===== src/rtl/clk_seq_pkg.sv =====
package clk_seq_pkg;
  localparam int NSRC = 4;
  localparam int SW   = $clog2(NSRC);

  typedef enum logic [SW-1:0] {
    SRC_IHS  = 2'd0,
    SRC_FAST = 2'd1,
    SRC_MAIN = 2'd2,
    SRC_SUB  = 2'd3
  } src_e;

  function automatic logic [NSRC-1:0] src_onehot(input src_e s);
    logic [NSRC-1:0] v;
    v = '0;
    v[s] = 1'b1;
    return v;
  endfunction
endpackage


===== src/rtl/clk_seq_hold.sv =====
module clk_seq_hold #(
  parameter int HOLD_TICKS = 3000
) (
  input  logic clk,
  input  logic rst_n,
  input  logic tick,
  output logic run_ok
);
  localparam int HW = $clog2(HOLD_TICKS + 1);

  logic [HW-1:0] cnt_q;

  assign run_ok = (cnt_q == HW'(HOLD_TICKS));

  always_ff @(posedge clk or negedge rst_n) begin
    if (!rst_n)
      cnt_q <= '0;
    else if (tick && !run_ok)
      cnt_q <= cnt_q + 1'b1;
  end
endmodule


===== src/rtl/clk_seq_stab.sv =====
module clk_seq_stab #(
  parameter int TW = 16
) (
  input  logic          clk,
  input  logic          rst_n,
  input  logic          tick,
  input  logic          running,
  input  logic [TW-1:0] limit,
  output logic          settled
);
  logic [TW-1:0] cnt_q;

  always_ff @(posedge clk or negedge rst_n) begin
    if (!rst_n)
      cnt_q <= '0;
    else if (!running)
      cnt_q <= '0;
    else if (tick && (cnt_q != '1))
      cnt_q <= cnt_q + 1'b1;
  end

  assign settled = running && (cnt_q >= limit);
endmodule


===== src/rtl/clk_seq_ctrl.sv =====
module clk_seq_ctrl
  import clk_seq_pkg::*;
(
  input  logic            clk,
  input  logic            rst_n,
  input  logic            run_ok,
  input  logic            req_stb,
  input  logic [SW-1:0]   req_src,
  input  logic [NSRC-1:0] sw_en,
  input  logic [NSRC-1:0] settled,
  output logic [NSRC-1:0] sel_oh,
  output logic [NSRC-1:0] osc_run,
  output logic            refused
);
  src_e cur_q, tgt_q;
  logic gap_q;
  src_e want;

  assign want   = src_e'(req_src);
  assign sel_oh = gap_q ? '0 : src_onehot(cur_q);

  always_ff @(posedge clk or negedge rst_n) begin
    if (!rst_n) begin
      cur_q   <= SRC_IHS;
      tgt_q   <= SRC_IHS;
      gap_q   <= 1'b0;
      refused <= 1'b0;
    end else if (gap_q) begin
      cur_q <= tgt_q;
      gap_q <= 1'b0;
    end else if (req_stb && run_ok && (want != cur_q)) begin
      if (settled[want]) begin
        tgt_q <= want;
        gap_q <= 1'b1;
      end else begin
        refused <= 1'b1;
      end
    end
  end

  always_ff @(posedge clk or negedge rst_n) begin
    if (!rst_n) begin
      osc_run <= NSRC'(1);
    end else begin
      for (int i = 0; i < NSRC; i++)
        osc_run[i] <= sw_en[i] || (cur_q == src_e'(i)) || (gap_q && (tgt_q == src_e'(i)));
    end
  end
endmodule


===== src/rtl/clk_src_seq.sv =====
module clk_src_seq
  import clk_seq_pkg::*;
#(
  parameter int RST_HOLD_TICKS  = 3000,
  parameter int FAST_WAIT_TICKS = 100,
  parameter int TW              = 16
) (
  input  logic            clk,
  input  logic            rst_n,
  input  logic            tick,
  input  logic            fast_en,
  input  logic            main_en,
  input  logic            sub_en,
  input  logic [TW-1:0]   main_wait,
  input  logic [TW-1:0]   sub_wait,
  input  logic            req_stb,
  input  logic [1:0]      req_src,
  output logic [3:0]      src_sel,
  output logic [3:0]      osc_on,
  output logic [3:0]      src_stable,
  output logic            cpu_en,
  output logic            sw_err
);
  logic [NSRC-1:0] sw_en;
  logic [TW-1:0]   limit_v [NSRC];

  assign sw_en      = {sub_en, main_en, fast_en, 1'b1};
  assign limit_v[0] = '0;
  assign limit_v[1] = TW'(FAST_WAIT_TICKS);
  assign limit_v[2] = main_wait;
  assign limit_v[3] = sub_wait;

  clk_seq_hold #(.HOLD_TICKS(RST_HOLD_TICKS)) hold_i (
    .clk(clk), .rst_n(rst_n), .tick(tick), .run_ok(cpu_en)
  );

  for (genvar g = 0; g < NSRC; g++) begin : g_stab
    clk_seq_stab #(.TW(TW)) stab_i (
      .clk(clk), .rst_n(rst_n), .tick(tick),
      .running(osc_on[g]), .limit(limit_v[g]), .settled(src_stable[g])
    );
  end

  clk_seq_ctrl ctrl_i (
    .clk(clk), .rst_n(rst_n), .run_ok(cpu_en),
    .req_stb(req_stb), .req_src(req_src), .sw_en(sw_en),
    .settled(src_stable), .sel_oh(src_sel), .osc_run(osc_on),
    .refused(sw_err)
  );
endmodule


===== config.mk =====
export PLATFORM = sky130hd
export DESIGN_NAME = clk_src_seq
export DESIGN_NICKNAME = d
export VERILOG_FILES = /design/src/rtl/clk_seq_pkg.sv /design/src/rtl/clk_seq_hold.sv /design/src/rtl/clk_seq_stab.sv /design/src/rtl/clk_seq_ctrl.sv /design/src/rtl/clk_src_seq.sv
export SDC_FILE = /design/constraint.sdc
export NUM_CORES = 1
export LEC_CHECK = 0
export BUFFER_PORTS_ARGS = -buffer_cell sky130_fd_sc_hd__buf_2
export CAP_MARGIN = 10
export CELL_PAD_IN_SITES_DETAIL_PLACEMENT = 2
export CELL_PAD_IN_SITES_GLOBAL_PLACEMENT = 2
export CORE_ASPECT_RATIO = 1.1
export CORE_MARGIN = 2
export CORE_UTILIZATION = 38
export CTS_CLUSTER_DIAMETER = 60
export CTS_CLUSTER_SIZE = 24
export DETAILED_ROUTE_END_ITERATION = 8
export PLACE_DENSITY_LB_ADDON = 0.25
export SKIP_LAST_GASP = 1
export SLEW_MARGIN = 20
export SYNTH_ARGS = -nofsm -noshare
export SYNTH_HDL_FRONTEND = slang
export SYNTH_HIERARCHICAL = 1
export SYNTH_SLANG_ARGS = --single-unit

===== constraint.sdc =====
create_clock -name clk -period 2.7 [get_ports clk]
set_input_delay 0.675 -clock clk [delete_from_list [all_inputs] [get_ports clk]]
set_output_delay 0.675 -clock clk [all_outputs]
set_load 0.02 [all_outputs]

==> results.yml, run 1 <==
status:
  status: "finished, final reports clean"
setup_path:
  slowest_delay_ns: 0.49
  path_class: "in -> reg"
  crit-reg2reg-launch: "g_stab[3].stab_i/cnt_q[15]$_DFFE_PN0P_"
  regToRegSetupSlack_ns: 0.07
  start_kind: "primary input"
  worst_ep_arrival_time_ns: 2.88
  crit_path_max_fanout: 3
  slowest_stage: "mux4_2"
  startpoint: "sub_wait[15]"
  endpoint_kind: "register"
  crit_family: "multiplexers"
  crit_buf_inv: 5
  crit_required_ns: 2.93
  path_cells: "buf_2 -> inv_2 -> ha_4 -> buf_4 -> nand3_2 -> nor2_2 -> buf_4 -> a22oi_2 -> o21ai_2 -> buf_4 -> mux4_2 -> o211ai_2 -> mux2_4"
  crit_path_frequent_cell: "buf_4"
layout:
  design_area_um2: 7690
  fin_cells: 1050
  drive_above_1_share_pct: 23.2
  synthToLayoutAreaGrowth_pct: 23.3
  antenna-diode-count: 0
  nets: 953
  fillers: 1802
logic_synthesis:
  yosysUniqueCellTypes: 53
  yosys_register_bits: 86
  synth_cells: 714
  synth.area.top_cells: "dfrtp_1 (34%), ha_1 (14%), a21oi_1 (5.5%)"
  synth_async_sr_flop_share_pct: 100
  avgSynthCellArea_um2: 8.74
  yosysWarnings: 6
  ys_top_cells_by_count: "inv_1 (87), dfrtp_1 (85), nand2_1 (72)"
  synth_edf_count: 0
  yosysTopAreaCell: "dfrtp_1"
  synth_area_um2: 6240
  seq_area_frac_synth_pct: 34.5
  synth_top_area_share_pct: 34.1
  yosysMostFrequentCell: "inv_1"
  synth_flop_cell: "dfrtp_1"
clock_tree:
  postCtsHoldBufs: 0
  root_buffer: "clkbuf_16"
  numClockSinks: 86
  cts_tree: "built"
  cts_buffers: 9
  clk_pin_slew_ns: 0.07
  ctsLongestPathBuffers: 2
  clk_latency_ns: 0.35
  cts-htree-levels: 3
floorplan:
  die_w_um: 126
  dieArea_um2: 17500
  core_area_um2: 16200
  dieHeight_um: 138
  rows: 49
  initial_core_util_pct: 38.6
  pin_count: 55
routing:
  drc: 0
  first_pass_iters: 4
  dr_total_vias: 6033
  drtAntennaViolNets: 0
  routed_wl_um: 21700
  first_iter_violations: 216
  viasPerCell: 5.75
  wl_per_cell_um: 20.6
grt:
  track_usage_pct: 24.1
  grt_pass1_wl_um: 34200
  grt_pass1_vias: 6676
  antenna_found_initial: 0
  grt_max_degree: 45
  grt.overflow.total: 0
run:
  maxCapViolations: 0
timing:
  finalMaxSlewViolations: 0
  hold_violations: 0
  fin_ws_ns: 0.0535
  fin_crit_sh_pct: 98.0
  slew_headroom_pct: 42.9
  rsz0062_at_grt: "yes"
  fin_crit_ns: 2.65
  setup_viol: 0
  clock.fmax_mhz: 378
  worst_pin_slew_ns: 0.849
  finClkSkew_ns: 0.0104
placed_design:
  gp_congestion: 0.808
  dp_cells: 1023
  dp_hpwl_um: 15000
  postPlaceCellArea_um2: 7110
  port_buffers: 54
  place_ws_ns: -0.313
power:
  power_density_nw_per_um2: 458
  power.leakage_nw: 3.50
  ir_drop_mv: 0.265
  power_mw: 3.52
worst_hold_path:
  hold_path_class: "in -> async"
cells in the final DEF, fill, tap and decap left out, types with 4 or more instances in the layout:
cell	netlist	final
a21oi_1	68	64
a21oi_2	0	4
a41oi_1	8	4
a41oi_2	0	4
and4_1	4	4
buf_2	1	51
buf_4	0	50
clkbuf_16	0	9
conb_1	2	33
dfrtp_1	85	68
dfrtp_2	0	17
ha_1	70	61
ha_4	0	7
inv_1	87	84
mux2i_1	9	9
nand2_1	72	71
nand3_1	33	32
nand4_1	16	16
nand4_4	4	4
nor2_1	29	28
nor2b_1	8	8
nor3_1	19	19
nor4_1	7	7
o211ai_1	5	5
o21ai_0	41	28
o21ai_1	1	8
o21ai_2	0	6
o311ai_0	5	5
o31ai_1	20	20
o41ai_1	9	9
or2_2	7	7
or3_1	14	14
or4_1	22	22
xnor2_1	5	5
xor2_1	7	7
report_power, final:
group          internal [mW]  switching [mW]
Combinational          0.330           0.446
Sequential              1.40           0.144
Clock                  0.670           0.530
Total                   2.40            1.12
state kept, by name, indices dropped and copies added, names as in the netlist:
register	cells
g_stab.stab_i/cnt_q	64
hold_i/cnt_q	12
ctrl_i/osc_run	4
ctrl_i/cur_q	2
ctrl_i/tgt_q	2
ctrl_i/gap_q	1
ctrl_i/refused	1
logic make-up after synthesis:
logic type | after synthesis | synth area share (%)
and+or+nand+nor | 255 | 23.4
AOI/OAI and AO/OA | 173 | 17.4
buffers and inverters | 103 | 6.34
DFF | 86 | 34.5
adders and majority gates | 70 | 14.0
muxes | 13 | 2.53
xor gates and xnor gates | 12 | 1.68
other | 2 | 0.120
layer usage:
metal	part of all wire [%]	track usage, %	routed length [um]	up-vias
li1	-	-	-	2840
met1	41	28.9	8920	3069
met2	55	45.4	12000	92
met3	1.7	2.09	370	32
met4	1.7	6.88	376	0
met5	0	0	0	-
stage by stage:
| stage | setup TNS (ns) | utilization (%) | hold WS (ns) |
|---|---|---|---|
| 5_1_grt | -0.0103 | 47.5 | 0.375 |
| 6_report | 0 | 47.5 | 0.340 |
| 2_1_floorplan | 0 | - | 0.379 |
| 3_3_place_gp | -0.484 | 43.9 | 0.462 |
| 3_5_place_dp | -1.07 | 43.9 | 0.470 |
| 4_1_cts | -0.0406 | 46.5 | 0.364 |
worst paths after layout:
| path | endpoint | cells after the start |
|---|---|---|
| setup / recovery | ctrl_i/tgt_q[1]$_DFFE_PN0P_ | 13 |
| hold / removal | g_stab[1].stab_i/cnt_q[8]$_DFFE_PN0P_ | 1 |
| setup reg to reg | ctrl_i/tgt_q[1]$_DFFE_PN0P_ | 11 |
| hold reg to reg | ctrl_i/refused$_DFFE_PN0P_ | 1 |
| max in group asynchronous | g_stab[2].stab_i/cnt_q[1]$_DFFE_PN0P_ | 2 |
| min in group clk | ctrl_i/refused$_DFFE_PN0P_ | 1 |
final cells by class:
type / instances / area, um^2 / share of cell area [%]
inverter: 87 / 327 / 4.25
sequential: 86 / 2170 / 28.3
tap: 204 / 255 / 3.32
timing repair buffer: 102 / 651 / 8.46
clock inverter: 1 / 5.00 / 0.0651
clock buffer: 14 / 264 / 3.43
multi-input combinational: 556 / 4020 / 52.2
what timing repair did:
item | in CTS | in global routing
setup buffers | 5 | 9
hold endpoints to repair | 0 | 0
pin swaps | 8 | 14
gates resized for setup | 26 | 38
endpoints found under the setup margin | 7 | 6
Note: power is estimated with default switching activity, not from simulation.
==> run 2: changes to the inputs <==
BUFFER_PORTS_ARGS = -buffer_cell sky130_fd_sc_hd__clkbuf_2   (was -buffer_cell sky130_fd_sc_hd__buf_2)
REMOVE_ABC_BUFFERS = 1   (was unset)
==> results.yml, run 2 (synthesis gave the netlist of run 1 again) <==
layout:
  nets: 965
  synthToLayoutAreaGrowth_pct: 26.2
  multi_input_comb_area_um2: 4050
  mostFrequentLayoutCell: "inv_1"
  largestRegisters: "g_stab.stab_i/cnt_q: 64 flops, hold_i/cnt_q: 12 flops, ctrl_i/osc_run: 4 flops"
  largest_reg_flops: 64
  design_area_um2: 7870
  layout_common_cells: "inv_1 (86), nand2_1 (72), dfrtp_1 (70)"
  drive_above_1_share_pct: 24.4
  regArea_um2: 2170
  fillers: 1753
  top_register: "g_stab.stab_i/cnt_q"
  antenna-diode-count: 0
  fin_cells: 1063
power:
  internal_power_mw: 2.56
  p_switching_mw: 1.25
  power_density_nw_per_um2: 483
  power.share.combinational_pct: 22.5
  swShare_pct: 32.8
  power.leakage_nw: 3.59
  clkPwrFrac_pct: 36.9
  power_frac_seq_pct: 40.5
  ir_drop_mv: 0.277
clock_tree:
  cts_buffers: 9
  numClockSinks: 86
  root_buffer: "clkbuf_16"
  cts-htree-levels: 3
  clk_latency_ns: 0.35
  clk_pin_slew_ns: 0.07
  cts_tree: "built"
  ctsLongestPathBuffers: 2
timing:
  setup_viol: 4
  finalMaxSlewViolations: 0
  rsz0062_at_grt: "yes"
  fin_setup_tns_ns: -0.263
  slew_headroom_pct: 35.7
  fin_crit_ns: 2.81
  fin_crit_sh_pct: 104
  fin_ws_ns: -0.113
  hold_violations: 0
  finClkSkew_ns: 0.00568
  worst_pin_slew_ns: 0.955
  clock.fmax_mhz: 356
setup_path:
  start_kind: "primary input"
  endpoint_kind: "output pin"
  crit_path_max_fanout: 2
  path_class: "in -> out"
  crit_required_ns: 2.03
  worst_ep_arrival_time_ns: 2.14
routing:
  viasPerCell: 5.91
  dr_total_vias: 6287
  first_pass_iters: 4
  top_layer: "met4"
  wl_per_cell_um: 23.4
  drtAntennaViolNets: 0
  first_iter_violations: 290
  route.met2.wl_um: 13400
  wl_met3_um: 608
  drc: 0
  met1_length_um: 9870
  routed_wl_um: 24900
floorplan:
  dieHeight_um: 138
  rows: 49
  dieArea_um2: 17500
  die_w_um: 126
  initial_core_util_pct: 38.6
  core_area_um2: 16200
  pin_count: 55
status:
  violations: "setup timing"
  status: "complete, but fails checks"
placed_design:
  port_buffers: 54
  dp_cells: 1030
  postPlaceCellArea_um2: 7150
  gp_congestion: 0.779
  dp_hpwl_um: 15900
  place_ws_ns: -0.546
worst_hold_path:
  hold_path_class: "in -> async"
grt:
  grt_pass1_vias: 6965
  grt_pass1_wl_um: 37200
  grt_max_degree: 45
  antenna_found_initial: 1
  track_usage_pct: 26.8
  grt.overflow.total: 0
run:
  maxCapViolations: 0
==> run 2: changes by cell type in the layout (fill, tap and decap cells not counted), moves of 3 or more <==
cell        change
buf_2          -51
buf_4          +10
clkinvlp_4      +4
a21oi_2         +4
clkbuf_2       +51
clkbuf_1        -3
ha_4            +3
a21oi_1         -4
==> run 2: layout make-up <==
class                   count  area share, %
clock buffers               9           2.86
well taps                 204           3.24
repair buffers            114           9.50
flip-flops and latches     86           27.6
clock inverters             7           1.26
multi-input cells         556           51.4
inverters                  87           4.15
==> run 2: routing by layer <==
| layer | up-vias | track usage [%] |
|---|---|---|
| li1 | 2866 | - |
| met2 | 156 | 50.1 |
| met5 | - | 0 |
| met4 | 0 | 11.6 |
| met3 | 65 | 3.41 |
| met1 | 3200 | 30.2 |
==> run 2: metrics by stage <==
step | power [mW] | hold slack (ns) | util [%]
after global placement | 2.18 | 0.459 | 44.2
after floorplan | 1.94 | 0.379 | -
after detailed placement | 2.29 | 0.486 | 44.2
final | 3.80 | 0.337 | 48.6
after CTS | 3.75 | 0.358 | 47.1
after global routing | 3.98 | 0.376 | 48.6
==> run 2: final timing paths <==
check                                                 startpoint                                     end  slack (ns)  cells after the start
max reg2reg                g_stab[2].stab_i/cnt_q[2]$_DFFE_PN0P_             ctrl_i/tgt_q[0]$_DFFE_PN0P_       -0.03                      9
max                                                 main_wait[3]                           src_stable[2]       -0.11                      9
max in group asynchronous                                  rst_n  g_stab[2].stab_i/cnt_q[11]$_DFFE_PN0P_        1.64                      2
min in group clk                    hold_i/cnt_q[11]$_DFFE_PN0P_            hold_i/cnt_q[11]$_DFFE_PN0P_        0.50                      1
min reg2reg                         hold_i/cnt_q[11]$_DFFE_PN0P_            hold_i/cnt_q[11]$_DFFE_PN0P_        0.50                      1
min                                                        rst_n  g_stab[1].stab_i/cnt_q[15]$_DFFE_PN0P_        0.34                      1
==> run 2: power by group through the flow <==
stage	registers, mW	clock network [mW]	logic, mW
after global routing	1.56	1.48	0.943
after floorplan	1.56	0	0.381
after global placement	1.54	0	0.636
after CTS	1.54	1.43	0.779
after detailed placement	1.56	0	0.735
final	1.54	1.41	0.857
==> run 2: critical path, cell delays in order <==
cell	delay, ns
clkbuf_2	0.08
inv_1	0.04
ha_1	0.24
a211oi_2	0.25
o21ai_1	0.14
a41oi_2	0.29
o21ai_2	0.12
buf_4	0.16
buf_6	0.12
==> run 2: timing repair <==
action	in CTS	in global routing
setup endpoints to repair	7	7
setup buffers	5	13
pin swaps	10	11
hold buffers	0	0
resized for setup	26	44
gates cloned	0	0
==> run 3: changes to the inputs <==
CORE_UTILIZATION = 34   (was 38)
clock period = 2.4 ns   (was 2.7 ns; I/O delays follow)
==> results.yml, run 3 (synthesis gave the netlist of run 1 again) <==
timing:
  worst_pin_slew_ns: 0.870
  fin_crit_ns: 2.55
  finalMaxSlewViolations: 0
  finClkSkew_ns: 0.00928
  hold_violations: 0
  clock.fmax_mhz: 392
  setup_viol: 6
  fin_crit_sh_pct: 106
  rsz0062_at_grt: "yes"
  fin_setup_tns_ns: -0.756
  holdWs_ns: 0.186
  slew_headroom_pct: 41.5
  fin_ws_ns: -0.151
floorplan:
  dieArea_um2: 19500
  initial_core_util_pct: 34.9
  die_w_um: 133
  rows: 51
  core_area_um2: 17900
  dieHeight_um: 146
  pin_count: 55
grt:
  grt.overflow.total: 0
  antenna_found_initial: 0
  track_usage_pct: 22.8
  grt_pass1_vias: 7057
  grt_max_degree: 32
  grt_pass1_wl_um: 35400
layout:
  nets: 1000
  antenna-diode-count: 0
  synthToLayoutAreaGrowth_pct: 33.2
  fillers: 1986
  fin_util_pct: 46.5
  largest_reg_flops: 64
  top_register: "g_stab.stab_i/cnt_q"
  fin_cells: 1132
  drive_above_1_share_pct: 28.4
  design_area_um2: 8320
  largestRegisters: "g_stab.stab_i/cnt_q: 64 flops, hold_i/cnt_q: 12 flops, ctrl_i/osc_run: 4 flops"
  mostFrequentLayoutCell: "buf_4"
  layout_common_cells: "buf_4 (93), inv_1 (86), dfrtp_1 (85), nand2_1 (68), a21oi_1 (60)"
routing:
  wl_per_cell_um: 20.1
  routed_wl_um: 22700
  viasPerCell: 5.48
  drtAntennaViolNets: 0
  dr_total_vias: 6207
  first_iter_violations: 235
  first_pass_iters: 5
  drc: 0
status:
  violations: "setup timing"
  status: "complete, but fails checks"
clock_tree:
  cts_tree: "built"
  clk_pin_slew_ns: 0.07
  cts_buffers: 9
  postCtsHoldBufs: 0
  root_buffer: "clkbuf_16"
  clk_latency_ns: 0.36
  ctsLongestPathBuffers: 2
  numClockSinks: 86
  cts-htree-levels: 3
power:
  power.leakage_nw: 3.81
  ir_drop_mv: 0.396
  power_mw: 4.26
  power_density_nw_per_um2: 513
setup_path:
  endpoint_kind: "output pin"
  path_cells: "ha_4 -> nand2_1 -> o21ai_2 -> a41oi_2 -> o21ai_2 -> buf_4 -> buf_6"
  crit_path_max_fanout: 2
  path_class: "reg -> out"
  crit_path_frequent_cell: "o21ai_2"
  crit_required_ns: 1.80
  slowest_delay_ns: 0.45
  slowest_stage: "dfrtp_1"
  worst_ep_arrival_time_ns: 1.95
  start_kind: "register"
placed_design:
  dp_cells: 1103
  gp_congestion: 0.852
  port_buffers: 54
  place_ws_ns: -0.625
  postPlaceCellArea_um2: 7500
  dp_hpwl_um: 16200
run:
  maxCapViolations: 0
worst_hold_path:
  hold_path_class: "in -> async"
[run 3: cell count changes in the layout (fill, tap and decap cells not counted), moves of 5 or more]
cell | previous run | this run
o21ai_2 | 5 | 10
dfrtp_2 | 15 | 0
dfrtp_1 | 70 | 85
nor2_2 | 2 | 7
ha_1 | 60 | 52
nor2_1 | 27 | 22
buf_4 | 60 | 93
ha_4 | 10 | 16
[run 3: critical path: cells and delay by family (launching register included)]
kind,cells,cell delay (ns)
buffers and inverters,2,0.24
AND/OR/NAND/NOR,1,0.07
flip-flops,1,0.45
AO/OA/AOI/OAI,3,0.52
adder cells (fa/ha/maj),1,0.28
[run 3: area by class of cell]
type                       count  area [um^2]  share of cell area (%)
timing repair buffer         149         1040                    12.6
tap                          238          298                    3.58
clock buffer                  11          243                    2.92
inverter                      87          327                    3.93
multi-input combinational    556         4190                    50.4
clock inverter                 5         58.8                   0.707
sequential                    86         2150                    25.9
[run 3: timing repair]
action                     4_1_cts  5_1_grt
gates resized for setup         47       42
pin swaps                       18       12
buffers inserted                 6        7
setup endpoints to repair        8        7
[run 3: path summary, 6_finish.rpt]
path	startpoint	end	slack (ns)	depth (start not counted)
worst min-delay path	rst_n	g_stab[1].stab_i/cnt_q[7]$_DFFE_PN0P_	0.19	1
worst max-delay path	g_stab[0].stab_i/cnt_q[1]$_DFFE_PN0P_	src_stable[0]	-0.15	7
min in group clk	hold_i/cnt_q[11]$_DFFE_PN0P_	hold_i/cnt_q[11]$_DFFE_PN0P_	0.49	1
max in group asynchronous	rst_n	ctrl_i/osc_run[0]$_DFF_PN1_	1.61	2
worst max register to register	g_stab[0].stab_i/cnt_q[1]$_DFFE_PN0P_	ctrl_i/tgt_q[0]$_DFFE_PN0P_	-0.13	9
worst min register to register	hold_i/cnt_q[11]$_DFFE_PN0P_	hold_i/cnt_q[11]$_DFFE_PN0P_	0.49	1
[run 3: power by group]
part	internal [mW]	leakage (nW)	total, mW	switching [mW]
sequential	1.57	1.15	1.73	0.159
clock	0.836	0.142	1.49	0.650
combinational	0.460	2.51	1.05	0.586
[run 3: per-layer routing]
metal / wire length [um] / share of wire [%] / vias up / track usage [%]
li1: - / - / 2923 / -
met1: 9240 / 41 / 3149 / 25.5
met2: 12400 / 55 / 97 / 44.4
met3: 497 / 2.2 / 38 / 2.81
met4: 519 / 2.3 / 0 / 7.18
met5: 0 / 0 / - / 0
